<file path="config.mk">
export PLATFORM = sky130hd
export DESIGN_NAME = scl_timegen
export DESIGN_NICKNAME = d
export VERILOG_FILES = /design/src/rtl/scl_timegen_pkg.sv /design/src/rtl/scl_prescale.sv /design/src/rtl/scl_phase_seq.sv /design/src/rtl/scl_tmo_watch.sv /design/src/rtl/scl_timegen.sv
export SDC_FILE = /design/constraint.sdc
export NUM_CORES = 1
export LEC_CHECK = 0
export ABC_AREA = 0
export BUFFER_PORTS_ARGS = -buffer_cell sky130_fd_sc_hd__buf_2
export CORE_MARGIN = 4
export CORE_UTILIZATION = 54
export DETAILED_ROUTE_END_ITERATION = 7
export HOLD_SLACK_MARGIN = 0.02
export PLACE_DENSITY = 0.74
export SKIP_CTS_REPAIR_TIMING = 1
export SLEW_MARGIN = 10
export SYNTH_ARGS = -nofsm -noshare
export SYNTH_HDL_FRONTEND = slang
export SYNTH_SLANG_ARGS = --single-unit
export TNS_END_PERCENT = 30
</file>
<file path="constraint.sdc">
create_clock -name clk -period 3.35 [get_ports clk]
set_input_delay 0.335 -clock clk [delete_from_list [all_inputs] [get_ports clk]]
set_output_delay 0.335 -clock clk [all_outputs]
set_load 0.02 [all_outputs]
</file>
<file path="src/rtl/scl_timegen_pkg.sv">
package scl_timegen_pkg;

  localparam int PH_W  = 4;   // holds the longest phase count (11)
  localparam int TMO_W = 11;  // holds the longest timeout (1024)

  typedef enum logic [1:0] {
    RATIO_EVEN = 2'd0,
    RATIO_SKEW = 2'd1,
    RATIO_FAST = 2'd2,
    RATIO_RSVD = 2'd3
  } ratio_e;

  function automatic logic [PH_W-1:0] low_ticks(input logic [1:0] sel);
    case (ratio_e'(sel))
      RATIO_SKEW: return PH_W'(6);
      RATIO_FAST: return PH_W'(11);
      default:    return PH_W'(4);
    endcase
  endfunction

  function automatic logic [PH_W-1:0] high_ticks(input logic [1:0] sel);
    case (ratio_e'(sel))
      RATIO_SKEW: return PH_W'(3);
      RATIO_FAST: return PH_W'(6);
      default:    return PH_W'(4);
    endcase
  endfunction

  // zero means the watcher is disabled
  function automatic logic [TMO_W-1:0] idle_limit(input logic [1:0] sel);
    case (sel)
      2'd1:    return TMO_W'(40);
      2'd2:    return TMO_W'(80);
      2'd3:    return TMO_W'(160);
      default: return '0;
    endcase
  endfunction

  function automatic logic [TMO_W-1:0] low_limit(input logic [2:0] sel);
    case (sel)
      3'd1:    return TMO_W'(40);
      3'd2:    return TMO_W'(80);
      3'd3:    return TMO_W'(160);
      3'd4:    return TMO_W'(320);
      3'd5:    return TMO_W'(1024);
      default: return '0;
    endcase
  endfunction

endpackage

</file>
<file path="src/rtl/scl_prescale.sv">
module scl_prescale #(
  parameter int DIV_W = 9
) (
  input  logic             clk,
  input  logic             rst,
  input  logic             en,
  input  logic [DIV_W-1:0] div,
  output logic             tick
);

  logic [DIV_W-1:0] cnt;
  logic             wrap;

  // >= keeps a lowered divisor from running on to the counter wrap
  assign wrap = (cnt >= div);
  assign tick = en && wrap;

  always_ff @(posedge clk) begin
    if (rst) begin
      cnt <= '0;
    end else if (!en || wrap) begin
      cnt <= '0;
    end else begin
      cnt <= cnt + 1'b1;
    end
  end

endmodule

</file>
<file path="src/rtl/scl_phase_seq.sv">
module scl_phase_seq #(
  parameter int PH_W = 4
) (
  input  logic            clk,
  input  logic            rst,
  input  logic            run,
  input  logic            tick,
  input  logic            scl_in,
  input  logic [PH_W-1:0] n_low,
  input  logic [PH_W-1:0] n_high,
  output logic            drive_low,
  output logic            low_stb,
  output logic            high_stb
);

  logic            started;
  logic [PH_W-1:0] cnt;
  logic            low_done;
  logic            high_done;

  assign low_done  = (cnt >= n_low  - 1'b1);
  assign high_done = (cnt >= n_high - 1'b1);

  always_ff @(posedge clk) begin
    if (rst) begin
      started   <= 1'b0;
      cnt       <= '0;
      drive_low <= 1'b0;
      low_stb   <= 1'b0;
      high_stb  <= 1'b0;
    end else begin
      low_stb  <= 1'b0;
      high_stb <= 1'b0;
      if (!run) begin
        started   <= 1'b0;
        cnt       <= '0;
        drive_low <= 1'b0;
      end else if (!started) begin
        started   <= 1'b1;
        cnt       <= '0;
        drive_low <= 1'b1;
        low_stb   <= 1'b1;
      end else if (drive_low) begin
        if (tick) begin
          if (low_done) begin
            cnt       <= '0;
            drive_low <= 1'b0;
            high_stb  <= 1'b1;
          end else begin
            cnt <= cnt + 1'b1;
          end
        end
      end else if (tick && scl_in) begin
        // a stretched line holds the high count still
        if (high_done) begin
          cnt       <= '0;
          drive_low <= 1'b1;
          low_stb   <= 1'b1;
        end else begin
          cnt <= cnt + 1'b1;
        end
      end
    end
  end

endmodule

</file>
<file path="src/rtl/scl_tmo_watch.sv">
module scl_tmo_watch #(
  parameter int CNT_W = 11
) (
  input  logic             clk,
  input  logic             rst,
  input  logic             arm,
  input  logic             tick,
  input  logic [CNT_W-1:0] limit,
  output logic             hit,
  output logic             expire
);

  logic [CNT_W-1:0] cnt;
  logic             fired;
  logic             live;

  assign live = arm && (limit != '0);
  assign hit  = live && !fired && tick && (cnt >= limit - 1'b1);

  always_ff @(posedge clk) begin
    if (rst) begin
      cnt    <= '0;
      fired  <= 1'b0;
      expire <= 1'b0;
    end else begin
      expire <= hit;
      if (!live) begin
        cnt   <= '0;
        fired <= 1'b0;
      end else if (hit) begin
        cnt   <= '0;
        fired <= 1'b1;
      end else if (tick && !fired) begin
        cnt <= cnt + 1'b1;
      end
    end
  end

endmodule

</file>
<file path="src/rtl/scl_timegen.sv">
module scl_timegen
  import scl_timegen_pkg::*;
#(
  parameter int DIV_W = 9
) (
  input  logic             clk,
  input  logic             rst,
  input  logic             enable,
  input  logic             run,
  input  logic [DIV_W-1:0] div,
  input  logic [1:0]       ratio_sel,
  input  logic [1:0]       idle_sel,
  input  logic [2:0]       low_sel,
  input  logic             idle_go_en,
  input  logic             scl_in,
  input  logic             sda_in,
  input  logic             bus_busy,
  output logic             scl_drive_low,
  output logic             low_start_stb,
  output logic             high_start_stb,
  output logic             idle_tmo_pulse,
  output logic             low_tmo_pulse,
  output logic             force_idle
);

  localparam int N_WATCH = 2;
  localparam int W_IDLE  = 0;
  localparam int W_LOW   = 1;

  logic                tick;
  logic [N_WATCH-1:0]  arm;
  logic [N_WATCH-1:0]  hit;
  logic [N_WATCH-1:0]  expire;
  logic [TMO_W-1:0]    lim [N_WATCH];
  logic                force_q;

  scl_prescale #(.DIV_W(DIV_W)) u_pre (
    .clk  (clk),
    .rst  (rst),
    .en   (enable),
    .div  (div),
    .tick (tick)
  );

  scl_phase_seq #(.PH_W(PH_W)) u_phase (
    .clk       (clk),
    .rst       (rst),
    .run       (enable && run),
    .tick      (tick),
    .scl_in    (scl_in),
    .n_low     (low_ticks(ratio_sel)),
    .n_high    (high_ticks(ratio_sel)),
    .drive_low (scl_drive_low),
    .low_stb   (low_start_stb),
    .high_stb  (high_start_stb)
  );

  // an edge on either line drops the idle condition, restarting its count
  assign arm[W_IDLE] = enable && bus_busy && scl_in && sda_in;
  assign arm[W_LOW]  = enable && !scl_in;
  assign lim[W_IDLE] = idle_limit(idle_sel);
  assign lim[W_LOW]  = low_limit(low_sel);

  for (genvar g = 0; g < N_WATCH; g++) begin : g_watch
    scl_tmo_watch #(.CNT_W(TMO_W)) u_watch (
      .clk    (clk),
      .rst    (rst),
      .arm    (arm[g]),
      .tick   (tick),
      .limit  (lim[g]),
      .hit    (hit[g]),
      .expire (expire[g])
    );
  end

  always_ff @(posedge clk) begin
    if (rst) begin
      force_q <= 1'b0;
    end else begin
      force_q <= hit[W_IDLE] && idle_go_en;
    end
  end

  assign idle_tmo_pulse = expire[W_IDLE];
  assign low_tmo_pulse  = expire[W_LOW];
  assign force_idle     = force_q;

endmodule

</file>
### Word-level counts from Yosys, hierarchy flattened

Cells that the tools add are included.

* register bits after elaboration: 44
* latch bits: 0
* memory bits (writable): 0
* memory bits (read-only): 0
* input bits: 24
* output and inout bits: 6
* logic and storage cells: 97
* memories kept: 0

* add/sub/neg operators: 8
* multipliers: 0
* divide/modulo/power cells: 0
* $lt $le $gt $ge: 5
* eq/ne operators: 11
* shifts and indexed selects: 0
* multiplexer cells: 19
* bitwise gates (word level): 6
* reductions and logical operators: 35

Operators with widths (number)
* one-hot mux 11 bit (5 select lines): 1
* one-hot mux 8 bit (3 select lines): 1
* adder 11 x 1 -> 11 bit (second input constant): 2
* >= comparator 11 bit: 2
* nonzero test 11 bit: 2
* 2-to-1 mux 4 bit: 5
* logical AND 1 bit: 18
* subtractor 11 x 1 -> 11 bit (second input constant): 1
* 2-to-1 mux 1 bit: 10
* adder 9 x 1 -> 9 bit (second input constant): 1
* >= comparator 9 bit: 1
* OR reduction 3 bit: 3
* subtractor 8 x 1 -> 9 bit (second input constant): 1
* >= comparator 4 bit: 2
* one-hot mux 4 bit (2 select lines): 1
* OR reduction 2 bit: 4
* equality test 2 bit (second input constant): 3
* equality test 3 x 2 -> 1 bit (second input constant): 2
* equality test 3 bit (second input constant): 2
* NOT 1 bit: 6
* one-hot mux 3 bit (2 select lines): 1
* OR reduction 5 bit: 1
* adder 4 x 1 -> 4 bit (second input constant): 1
* equality test 2 x 1 -> 1 bit (second input constant): 2
* other kinds (8): 11

### Depth between registers and ports, before layout

* depth in word-level cells: 8
* mapped depth: 17
* mapped depth without buffers: 15

### Modules after synthesis

A second synthesis with hierarchy kept.

* cells, all modules: 398
* area, all modules: 3472.1 sq um

By module, submodules not included
* scl_tmo_watch at g_watch[1].u_watch: times used 1, cells each 117, area each 1009.7 sq um, sequential area each 260.2 sq um
* scl_tmo_watch at g_watch[0].u_watch: times used 1, cells each 117, area each 1004.7 sq um, sequential area each 260.2 sq um
* scl_prescale: times used 1, cells each 68, area each 655.6 sq um, sequential area each 180.2 sq um
* scl_phase_seq: times used 1, cells each 68, area each 599.3 sq um, sequential area each 160.2 sq um
* scl_timegen: times used 1, cells each 28, area each 202.7 sq um, sequential area each 20.0 sq um

### Worst setup path before layout

Ideal clock, no wire load.

* kind: input -> register
* from: in low_sel[2]
* to: reg g_watch[1].u_watch.cnt[8]
* library setup time: 0.064 ns
* arrival time: 2.926 ns
* required time: 3.286 ns
* path slack: 0.360 ns
* stages: 14
* path buffers: 2
* cell sequence: buf_2 inv_1 ha_1 nor2_1 nand3b_1 ha_1 ha_1 a2111oi_0 o21ai_1 a221o_1 a21oi_1 o31ai_1 buf_6 nor2_1

* longest elaborated chain between the ends: 8
* elaborated cells on any way between the ends: 15
* those cells by class: 1 x add/sub; 1 x order compare; 5 x eq/ne; 1 x mux; 1 x bitwise; 6 x reduce/logical

Ends and longest elaborated chain
* from (decl): line scl_timegen.sv:13 `input logic [2:0] low_sel,`
* equality test 3 bit, or another cell as far along: line scl_timegen_pkg.sv:40 `case (sel)`
* one-hot mux 11 bit (5 select lines) *: line scl_timegen_pkg.sv:40
* parallel branches: the longest is 5 deep, another holds subtractor 11 x 1 -> 11 bit
* OR reduction 3 bit (no source line) *
* to (signal assigned): line scl_tmo_watch.sv:34 `cnt <= cnt + 1'b1;`
* to (decl): line scl_tmo_watch.sv:13 `logic [CNT_W-1:0] cnt;`

Mark *: on every way between the ends.
A chain may end at the register's enable or synchronous reset.

### Final worst setup path

* from: in low_sel[2]
* to: reg g_watch[1].u_watch.cnt[1]

The elaborated chain is that of the path after synthesis.

==> impl_metrics.ini <==
[die]
initial_core_util_pct = 55.40
dieHeight_um = 82.93
core_um2 = 5473
die_area_um2 = 6877
die_w_um = 82.93
ios = 30
num_rows = 27

[critical_path]
start_kind = input pin
worstPathRequired_ns = 3.58
crit_type = input pin to flop
cp.arrival_ns = 3.27
regToRegStartpoint = g_watch[1].u_watch.cnt[4]
regToRegEndpoint = g_watch[1].u_watch.cnt[1]
crit_fanout = 8
r2r_slack_ns = 1.12
setup.worst_path.end_class = flop
rr_worst_depth = 8

[global_routing]
grt-ovfl-total = 0
antenna_found_initial = 0
grt_max_degree = 14
grt_pass1_vias = 2544
grtUsageTotal_pct = 17.88
grt_first_pass_wirelength_mm = 10.67

[cells_and_area]
syn2layout_area_growth_pct = 10.52
layout-drive-gt1-share_pct = 13.33
antenna_cells = 0
layout_common_cells = 47 x ha_1, 44 x dfxtp_1, 35 x nor2_1, 30 x inv_1, 29 x buf_2
nNetsFinal = 460
final_common_cell = ha_1
fill_cells = 508
regArea_um2 = 880.8
multi_input_area_um2 = 2007

[worst_hold_path]
min_to = force_idle
min_delay_path_depth = 2
hold_class = input pin to flop
worstHoldStart = idle_go_en

[cts]
cts_root_buf = clkbuf_8
numCtsBuffers = 5
clk-insertion-delay-late_ns = 0.29
cts_tree = done
cts_sinks = 44
cts.clk_slew.worst_paths_ns = 0.08
h-tree-depth = 2
cts_max_path_buffers = 2

[yosys]
syn_area_per_cell_um2 = 8.516
synth_ff_type = dfxtp_1
async_flop_share_pct = 0
yosysUniqueCellTypes = 54
yosysSeqAreaShare_pct = 29.05
synth_edf_count = 0
synth.net_count = 427
synth_area_leaders = dfxtp_1 29%, ha_1 19%, xnor2_1 4.6%, nor2_1 4.3%, inv_1 3.7%
netlist_instances = 356
ys_warn_count = 0
ys_ff_latch = 44
yosysTopAreaCellShare_pct = 29.05
mappedNetlistArea_um2 = 3032
synth_largest_area_cell = dfxtp_1

[timing]
fmax_mhz = 329.0
fin_crit_ns = 3.039
worstMarginPinSlew_ns = 0.5948
rsz0062_at_grt = no
maxSlewViolCount = 0
fin_skew_ns = 0.005773
setup_violations = 0
slew-limit-headroom_pct = 60.01
finalCritPeriodShare_pct = 90.72
finalHoldViolCount = 0
finalSetupTns_ns = 0

[detailed_routing]
wl_per_cell_um = 13.02
drtPass1Iterations = 4
vias = 2561
ant_nets = 0
viasPerCell = 5.543
drt_iter0_markers = 86
wl_mm = 6.013
drc = 0

[placement]
portBuffers = 29
place.gp.congestion = 0.8417
place.detailed.hpwl_mm = 4.828

[run]
cap_violations = 0

[power]
power.density_nw_per_um2 = 291.2
power_mw = 0.9756
ir_drop_v = 0.0001607
power.static_leakage_nw = 1.456

[status]
status = finished, final reports clean
[stage by stage]
| step | setup slack, ns | utilization (%) | hold slack, ns | area (um^2) | std cells |
|---|---|---|---|---|---|
| floorplan | 0.3599 | - | 0.4320 | 3032 | 356 |
| finish | 0.3108 | 61.23 | 0.2700 | 3351 | 462 |
| detailed placement | 0.04436 | 59.51 | 0.4541 | 3257 | 454 |
| global placement | 0.2125 | 59.51 | 0.4382 | 3257 | 454 |
| global route | 0.03030 | 61.23 | 0.2742 | 3351 | 462 |
| CTS | 0.3258 | 61.20 | 0.2657 | 3349 | 462 |
[sequential cells by signal, indices dropped and copies added (netlist names)]
signal,count
g_watch.u_watch.cnt,22
u_phase.cnt,4
u_phase.drive_low,1
g_watch.u_watch.fired,2
u_phase.low_stb,1
u_pre.cnt,9
u_phase.high_stb,1
g_watch.u_watch.expire,2
u_phase.started,1
force_idle,1
[worst max path at each step]
stage	depth (start not counted)	startpoint	endpoint	slack [ns]
floorplan	14	low_sel[2]	g_watch[1].u_watch.cnt[8]	0.36
global placement	14	low_sel[2]	g_watch[1].u_watch.cnt[1]	0.21
detailed placement	14	low_sel[2]	g_watch[1].u_watch.cnt[1]	0.04
CTS	14	low_sel[2]	g_watch[1].u_watch.cnt[1]	0.33
global route	14	low_sel[2]	g_watch[1].u_watch.cnt[1]	0.03
finish	14	low_sel[2]	g_watch[1].u_watch.cnt[1]	0.31
[per-layer routing]
layer | global-route usage (%) | part of all wire, % | up-vias
li1 | - | - | 1330
met5 | 0 | 0 | -
met4 | 6.092 | 1.1 | 0
met1 | 21.80 | 46 | 1189
met3 | 2.679 | 3.1 | 6
met2 | 31.85 | 49 | 36
[logic make-up (layout without fill, tap and decap cells)]
kind of cell	Yosys count	in the layout	share of synthesized area (%)
flops	44	44	29.05
simple gates	132	132	22.33
fa+ha+maj	47	47	19.40
xor+xnor	22	22	6.356
mux	3	3	0.9905
compound gates	72	72	17.09
buf+inv	36	70	4.787
[synth_stat cells (2+ instances only)]
cell       number
a2111oi_1       3
and2_1          5
inv_1          30
o21a_1          3
mux2i_1         3
xnor2_1        16
nor2_1         35
ha_1           47
nand3b_1        3
nand2_1        22
o2bb2ai_1       4
nor3b_1         3
dfxtp_1        44
xor2_1          6
nor2b_1         4
o31ai_1         6
nand2b_1        3
o22ai_1         2
a21o_1          2
nor4_1          2
and4_1          3
or3_1           3
a211o_1         2
nor3_1         10
a2111oi_0       2
and3_1          8
nand3_1        19
a211oi_1        3
o21ai_0        10
clkbuf_1        3
buf_2           2
a21oi_1        19
a21boi_0        2
o21ai_1         4
or2_2           4
[cell type report]
cell class	count	share of cell area, %
Clock inverter	2	0.2987
Timing Repair Buffer	32	5.004
Tap cell	72	2.689
Sequential cell	44	26.29
Clock buffer	6	2.465
Multi-Input combinational cell	276	59.90
Inverter	30	3.361
[worst max-delay path, stage by stage]
cell,delay [ns]
buf_2,0.16
inv_1,0.08
ha_1,0.29
nor2_1,0.18
nand3b_1,0.14
ha_1,0.31
ha_1,0.29
a2111oi_1,0.34
o21ai_1,0.13
a221o_1,0.31
a21oi_1,0.23
o31ai_1,0.15
buf_4,0.21
a21oi_1,0.11
[where the power goes]
| group | internal, mW | switching [mW] | leakage [nW] | total (mW) |
|---|---|---|---|---|
| Combinational | 0.0448 | 0.0618 | 1.05 | 0.107 |
| Clock | 0.165 | 0.176 | 0.0510 | 0.341 |
| Sequential | 0.525 | 0.00301 | 0.355 | 0.528 |
Power figures use the tool's default switching activity.
